$ cat config.mk
export PLATFORM = sky130hd
export DESIGN_NAME = dead_time_limiter
export DESIGN_NICKNAME = d
export VERILOG_FILES = /design/src/rtl/dtl_pkg.sv /design/src/rtl/dtl_cfg_reg.sv /design/src/rtl/dtl_gap_counter.sv /design/src/rtl/dtl_req_gate.sv /design/src/rtl/dead_time_limiter.sv
export SDC_FILE = /design/constraint.sdc
export NUM_CORES = 1
export LEC_CHECK = 0
export ABC_AREA = 1
export CORE_MARGIN = 5
export CORE_UTILIZATION = 55
export CTS_CLUSTER_DIAMETER = 150
export DETAILED_ROUTE_END_ITERATION = 10
export DONT_BUFFER_PORTS = 1
export PLACE_DENSITY = 0.68
export REMOVE_ABC_BUFFERS = 1
export SLEW_MARGIN = 30
export SYNTH_ARGS = -nofsm -noshare
export SYNTH_HDL_FRONTEND = slang
export SYNTH_HIERARCHICAL = 1
export SYNTH_SLANG_ARGS = --single-unit
$ cat constraint.sdc
create_clock -name clk -period 3.32 [get_ports clk]
set_input_delay 0.996 -clock clk [delete_from_list [all_inputs] [get_ports clk]]
set_output_delay 0.996 -clock clk [all_outputs]
set_load 0.01 [all_outputs]
$ cat src/rtl/dtl_pkg.sv
package dtl_pkg;
  localparam int GAP_W = 8;
  localparam int CFG_W = GAP_W + 1;
  localparam int EN_BIT = GAP_W;

  typedef logic [GAP_W-1:0] gap_t;

  // Value loaded into the counter when an access completes.
  function automatic gap_t load_value(input logic en, input gap_t gap);
    return en ? gap : '0;
  endfunction

  // One step of the idle countdown; saturates at zero.
  function automatic gap_t count_step(input gap_t cnt);
    return (cnt == '0) ? '0 : cnt - gap_t'(1);
  endfunction
endpackage

$ cat src/rtl/dtl_cfg_reg.sv
module dtl_cfg_reg
  import dtl_pkg::*;
(
  input  logic             clk,
  input  logic             rst_n,
  input  logic             wr_i,
  input  logic [CFG_W-1:0] data_i,
  output logic             en_o,
  output gap_t             gap_o
);
  always_ff @(posedge clk or negedge rst_n) begin
    if (!rst_n) begin
      en_o  <= 1'b0;
      gap_o <= '0;
    end else if (wr_i) begin
      en_o  <= data_i[EN_BIT];
      gap_o <= data_i[GAP_W-1:0];
    end
  end

  assert_write_lands_R2: assert property (@(posedge clk) disable iff (!rst_n)
    wr_i |=> (en_o == $past(data_i[EN_BIT])) && (gap_o == $past(data_i[GAP_W-1:0])));
  assert_hold_without_write_R2: assert property (@(posedge clk) disable iff (!rst_n)
    !wr_i |=> $stable(en_o) && $stable(gap_o));
endmodule

$ cat src/rtl/dtl_gap_counter.sv
module dtl_gap_counter
  import dtl_pkg::*;
(
  input  logic clk,
  input  logic rst_n,
  input  logic load_i,
  input  gap_t load_val_i,
  output gap_t cnt_o,
  output logic idle_o
);
  always_ff @(posedge clk or negedge rst_n) begin
    if (!rst_n)      cnt_o <= '0;
    else if (load_i) cnt_o <= load_val_i;
    else             cnt_o <= count_step(cnt_o);
  end

  assign idle_o = (cnt_o == '0);

  assert_load_exact_R4: assert property (@(posedge clk) disable iff (!rst_n)
    load_i |=> cnt_o == $past(load_val_i));
  assert_count_down_R4: assert property (@(posedge clk) disable iff (!rst_n)
    (!load_i && !idle_o) |=> cnt_o < $past(cnt_o));
  assert_no_wrap_R9: assert property (@(posedge clk) disable iff (!rst_n)
    (!load_i && idle_o) |=> idle_o);
endmodule

$ cat src/rtl/dtl_req_gate.sv
module dtl_req_gate (
  input  logic clk,
  input  logic rst_n,
  input  logic req_i,
  input  logic open_i,
  output logic req_o
);
  assign req_o = req_i & open_i;

  assert_no_spurious_req_R8: assert property (@(posedge clk) disable iff (!rst_n)
    req_o |-> req_i);
  assert_pass_when_open_R1: assert property (@(posedge clk) disable iff (!rst_n)
    (open_i && req_i) |-> req_o);
endmodule

$ cat src/rtl/dead_time_limiter.sv
module dead_time_limiter
  import dtl_pkg::*;
(
  input  logic             clk,
  input  logic             rst_n,
  input  logic             cfg_wr_i,
  input  logic [CFG_W-1:0] cfg_data_i,
  input  logic             req_i,
  input  logic             done_i,
  output logic             req_o
);
  logic cfg_en;
  gap_t cfg_gap;
  gap_t gap_cnt;
  gap_t load_val;
  logic gap_idle;
  logic cnt_load;

  dtl_cfg_reg u_cfg (
    .clk    (clk),
    .rst_n  (rst_n),
    .wr_i   (cfg_wr_i),
    .data_i (cfg_data_i),
    .en_o   (cfg_en),
    .gap_o  (cfg_gap)
  );

  assign cnt_load = done_i;
  assign load_val = load_value(cfg_en, cfg_gap);

  dtl_gap_counter u_cnt (
    .clk        (clk),
    .rst_n      (rst_n),
    .load_i     (cnt_load),
    .load_val_i (load_val),
    .cnt_o      (gap_cnt),
    .idle_o     (gap_idle)
  );

  dtl_req_gate u_gate (
    .clk    (clk),
    .rst_n  (rst_n),
    .req_i  (req_i),
    .open_i (gap_idle),
    .req_o  (req_o)
  );

  assert_block_after_done_R4: assert property (@(posedge clk) disable iff (!rst_n)
    (done_i && cfg_en && cfg_gap != '0) |=> !req_o);
  assert_disabled_no_gap_R3: assert property (@(posedge clk) disable iff (!rst_n)
    (done_i && !cfg_en) |=> gap_idle);
  assert_zero_gap_R5: assert property (@(posedge clk) disable iff (!rst_n)
    (done_i && cfg_gap == '0) |=> (req_o == req_i));
  assert_write_mid_count_R6: assert property (@(posedge clk) disable iff (!rst_n)
    (cfg_wr_i && !done_i && !gap_idle) |=> gap_cnt == $past(gap_cnt) - 8'd1);
  assert_restart_R7: assert property (@(posedge clk) disable iff (!rst_n)
    (done_i && !gap_idle && cfg_en) |=> gap_cnt == $past(cfg_gap));
endmodule

## After elaboration in Yosys (flattened, before gate mapping)

Index checks and enable logic that the tools add are counted.

| operators by class | value |
|---|---|
| bitwise gates (word level) | 1 |
| muxes and demuxes | 3 |
| reductions and logical operators | 1 |
| add/sub/neg operators | 1 |

Operators by type and width:

| operator | count |
|---|---|
| $mux 8 | 3 |
| $logic_not 8->1 | 1 |
| $sub 8x1->8 const B | 1 |
| $and 1x1->1 | 1 |

| word-level totals | value |
|---|---|
| input bits | 14 |
| output and inout port bits | 1 |
| logic and storage cells | 9 |
| bits in registers | 17 |

## Depth between registers and ports, before layout

| depth | value |
|---|---|
| depth in word-level cells | 3 |
| gate-level depth with buffers | 7 |
| depth with buffers taken out | 7 |

## By module

The synthesis kept the hierarchy.

Modules (own cells, without submodules):

| module | area an instance (um^2) | seq. area each (um^2) | cells an instance | instances |
|---|---|---|---|---|
| dtl_gap_counter | 495.5 | 200.2 | 65 | 1 |
| dtl_cfg_reg | 341.6 | 225.2 | 38 | 1 |
| dead_time_limiter | 65.1 | 0.0 | 17 | 1 |
| dtl_req_gate | 7.5 | 0.0 | 2 | 1 |

## Worst setup path before layout

Ideal clock, no wire load.

| path | value |
|---|---|
| kind | input port to output port |
| start | input req_i |
| end | output req_o |
| buffers on the path | 0 |
| required time | 2.324 ns |
| stages on the path | 2 |
| slack | 1.210 ns |
| arrival | 1.114 ns |
| path through | nand2_1 -> inv_1 |

| between the ends | value |
|---|---|
| word-level cells in the longest chain between the ends | 1 |

Ends and longest elaborated chain:

| element | line | text |
|---|---|---|
| start, declared | dead_time_limiter.sv:8 | `input logic req_i,` |
| $and 1x1->1 | dtl_req_gate.sv:8 | `assign req_o = req_i & open_i;` |
| end, declared | dead_time_limiter.sv:10 | `output logic req_o` |

Every way passes these cells.

## Worst setup path after layout

| path | value |
|---|---|
| start | register u_cnt.cnt_o[0] |
| end | output req_o |

| between the ends | value |
|---|---|
| word-level cells in the longest chain between the ends | 2 |

Ends and longest elaborated chain:

| element | line | text |
|---|---|---|
| start, declared | dtl_gap_counter.sv:8 | `output gap_t cnt_o,` |
| start signal, assigned | dtl_gap_counter.sv:13 | `else if (load_i) cnt_o <= load_val_i;` |
| start signal, assigned | dtl_gap_counter.sv:14 | `else cnt_o <= count_step(cnt_o);` |
| $logic_not 8->1 | dtl_gap_counter.sv:17 | `assign idle_o = (cnt_o == '0);` |
| net gap_idle | dead_time_limiter.sv:16 | `logic gap_idle;` |
| $and 1x1->1 | dtl_req_gate.sv:8 |  |

The timed path passes the listed nets, and every way through them passes these cells.

==> key figures <==
Global routing
  – Initial antenna violation count: 0
  – First-pass GRT wire length: approximately 2700 µm
  – GRT overflow: 0
  – Number of global-route vias before repair: 666
  – Largest net degree at the start of global routing: 18
  – Gr usage total: 13.4%

Critical path
  – Crit. End Element: primary output
  – Worst r2r src: u_cnt/cnt_o[0]
  – CP max stage delay: 0.39 ns
  – Slowest CP cell: dfrtp_1
  – Worst path required time: approximately 2.3 ns
  – Cell repeated most along the worst path: inv_1
  – Crit path DAT: ~1.4 ns
  – Path depth of the worst reg2reg path: 5
  – Startpoint Class: flip-flop
  – Flop2flop setup slack: just over 2 ns
  – FF-to-FF End: u_cnt/cnt_o[1]
  – Critical path class: reg -> out
  – Max Fanout on Critical Path: 3
  – CP cell instances: inv_1 -> ha_1 -> nand3_1 -> nor2_4 -> nand2_1 -> inv_1

Clocking
  – CTS tree: yes
  – CTS sink count: 17
  – Root buf cell: clkbuf_4
  – Resized cells post-CTS: 0
  – H-tree levels: 1
  – Max clock buf depth: 2
  – Total clock buffers created by CTS: 3
  – Cts hold-fix bufs: 0
  – Setup repair bufs after CTS: 0
  – Clk_lat worst skew: around 0.28 ns
  – Reg clk slew, reported paths: 0.09 ns

Placed design
  – Gpl congestion: 0.689
  – # port buffers: 0
  – Post-DP HPWL: 1140 µm
  – Pre-CTS WS: 1.20 ns

Flow run
  – Max-Cap Viols: 0

Die
  – Die footprint: 2570 µm²
  – Row count: 14
  – Initial Util: 59.0%
  – Area of the core: 1540 µm²
  – Die Y-Extent: 50.7 µm
  – Die extent in x: 50.7 µm
  – Top-level I/O count: 15

Routing
  – DR iter-0 viols: 8
  – DR WL/cell: 10.3 µm
  – Vias per cell: 4.94
  – Pre-antenna DRT Iters: 4
  – Vias: 687
  – Post-route antenna net violation count: 0
  – Routed wire length: ~1400 µm
  – DRC Markers: 0

Pwr
  – Worst vdd ir: around 380 µV
  – Pleak: 0.546 nW
  – Power Density: 717 nW/µm²

Timing
  – Final clock skew: around 0.0035 ns
  – Peak Freq: 419 MHz
  – Unrepaired setup endpoints after global routing: no
  – Slew Viols, Final: 0
  – Tmin final: 2.39 ns
  – Fin worst setup slack: about 0.93 ns
  – Final Hold Fails: 0
  – Period Utilization, post-route: a little under three quarters
  – # setup viols final: 0
  – Tightest Pin Transition: 0.264 ns
  – Setup TNS: 0 ns
  – Max_slew headroom: 82.4%

Synthesis
  – Seq/Total Area, Yosys: 46.8%
  – Cells after Synth: 122
  – Unique cell type count in the Yosys netlist: 20
  – Netlist Area Pre-Place: 910 µm²
  – Syn avg cell area: between 7 and 8 µm²
  – Synth warnings: 6
  – #FFs+latches synth: 17

Min path
  – Hold Crit Class: in -> async

Finish
  – Final net count: 140
  – Layout area overhead: 2.48%
  – Layout cell share with drive strength beyond 1: approximately 8.9%
  – Antenna Cells: 0

Status
  – Status: complete, no violations
==> logic make-up after synthesis <==
logic type / Yosys count / share of synthesized area, %
flops: 17 / 46.8
fa+ha+maj: 2 / 2.75
xor+xnor: 2 / 1.93
simple gates: 74 / 34.0
compound gates: 7 / 4.95
buf+inv: 20 / 9.63
==> how the worst max path moves through the flow <==
stage	from	end	slack, ns	depth (start not counted)
2_1_floorplan	req_i	req_o	1.21	2
3_3_place_gp	req_i	req_o	1.20	2
3_5_place_dp	req_i	req_o	1.20	2
4_1_cts	u_cnt/cnt_o[0]	req_o	0.92	6
5_1_grt	u_cnt/cnt_o[0]	req_o	0.82	6
6_report	u_cnt/cnt_o[0]	req_o	0.93	6
==> cell usage after synthesis <==
library cell  count  area share, %
nand3_1           5            2.8
xor2_1            1           0.96
buf_4             1           0.83
inv_2             1           0.41
o21ai_1           1           0.55
xnor2_1           1           0.96
o21ai_2           1           0.96
ha_1              2            2.8
buf_6             1            1.2
o21bai_2          1            1.2
buf_2             1           0.55
inv_1            16            6.6
nor2_2            2            1.4
nor2_1            6            2.5
o21ai_0           4            2.2
nor2_4            2            2.5
dfrtp_1          17             47
nand2_2           1           0.69
nand4_1           1           0.69
nand2_1          57             24
==> layout make-up <==
class                      count  area [µm²]
clock buffer                   4        26.3
fill                         141         609
inverter                      17        63.8
multi-input combinational     85         397
sequential                    17         425
tap                           16        20.0
==> critical path: cells and delay by family (launching register included) <==
kind | cells | cell delay [ns]
DFF | 1 | 0.39
buffers and inverters | 2 | 0.19
adders and majority gates | 1 | 0.16
and+or+nand+nor | 3 | 0.38
==> state kept, by name, summed over array words and instances, names as in the netlist <==
register,count
u_cfg/gap_o,8
u_cnt/cnt_o,8
u_cfg/en_o,1
==> metrics by stage <==
step	total power [mW]	cells	hold slack, ns	util (%)	cell area [µm²]
after floorplan	0.522	119	0.436	-	886
final	0.669	139	0.400	60.5	932
after global placement	0.562	135	0.456	58.8	906
after CTS	0.675	139	0.396	60.5	932
after detailed placement	0.570	135	0.460	58.8	906
after global routing	0.742	139	0.373	60.5	932
==> metal layers <==
layer  vias up  share of wire [%]  track usage, %
met5         -                  0               0
met4         0               0.84            6.38
met3         2                5.8            2.07
met2        16                 50            22.7
met1       303                 43            16.4
li1        366                  -               -
==> cells in the final DEF (no fill, tap or decap) <==
master	count
ha_1	2
o21ai_0	4
dfrtp_1	17
clkbuf_4	3
inv_1	16
clkbuf_1	1
nor2_2	2
o21bai_2	1
o21ai_1	1
nor2_1	6
nand4_1	1
xor2_1	1
nand2_2	1
nand2_1	57
xnor2_1	1
nor2_4	2
nand3_1	5
inv_2	1
o21ai_2	1
==> where the power goes <==
part           switching [mW]  leakage [nW]  internal, mW
Clock                  0.0567        0.0150        0.0465
Combinational           0.166         0.318        0.0995
Sequential             0.0410         0.213         0.259
No activity file was read; power rests on OpenSTA's default activity.
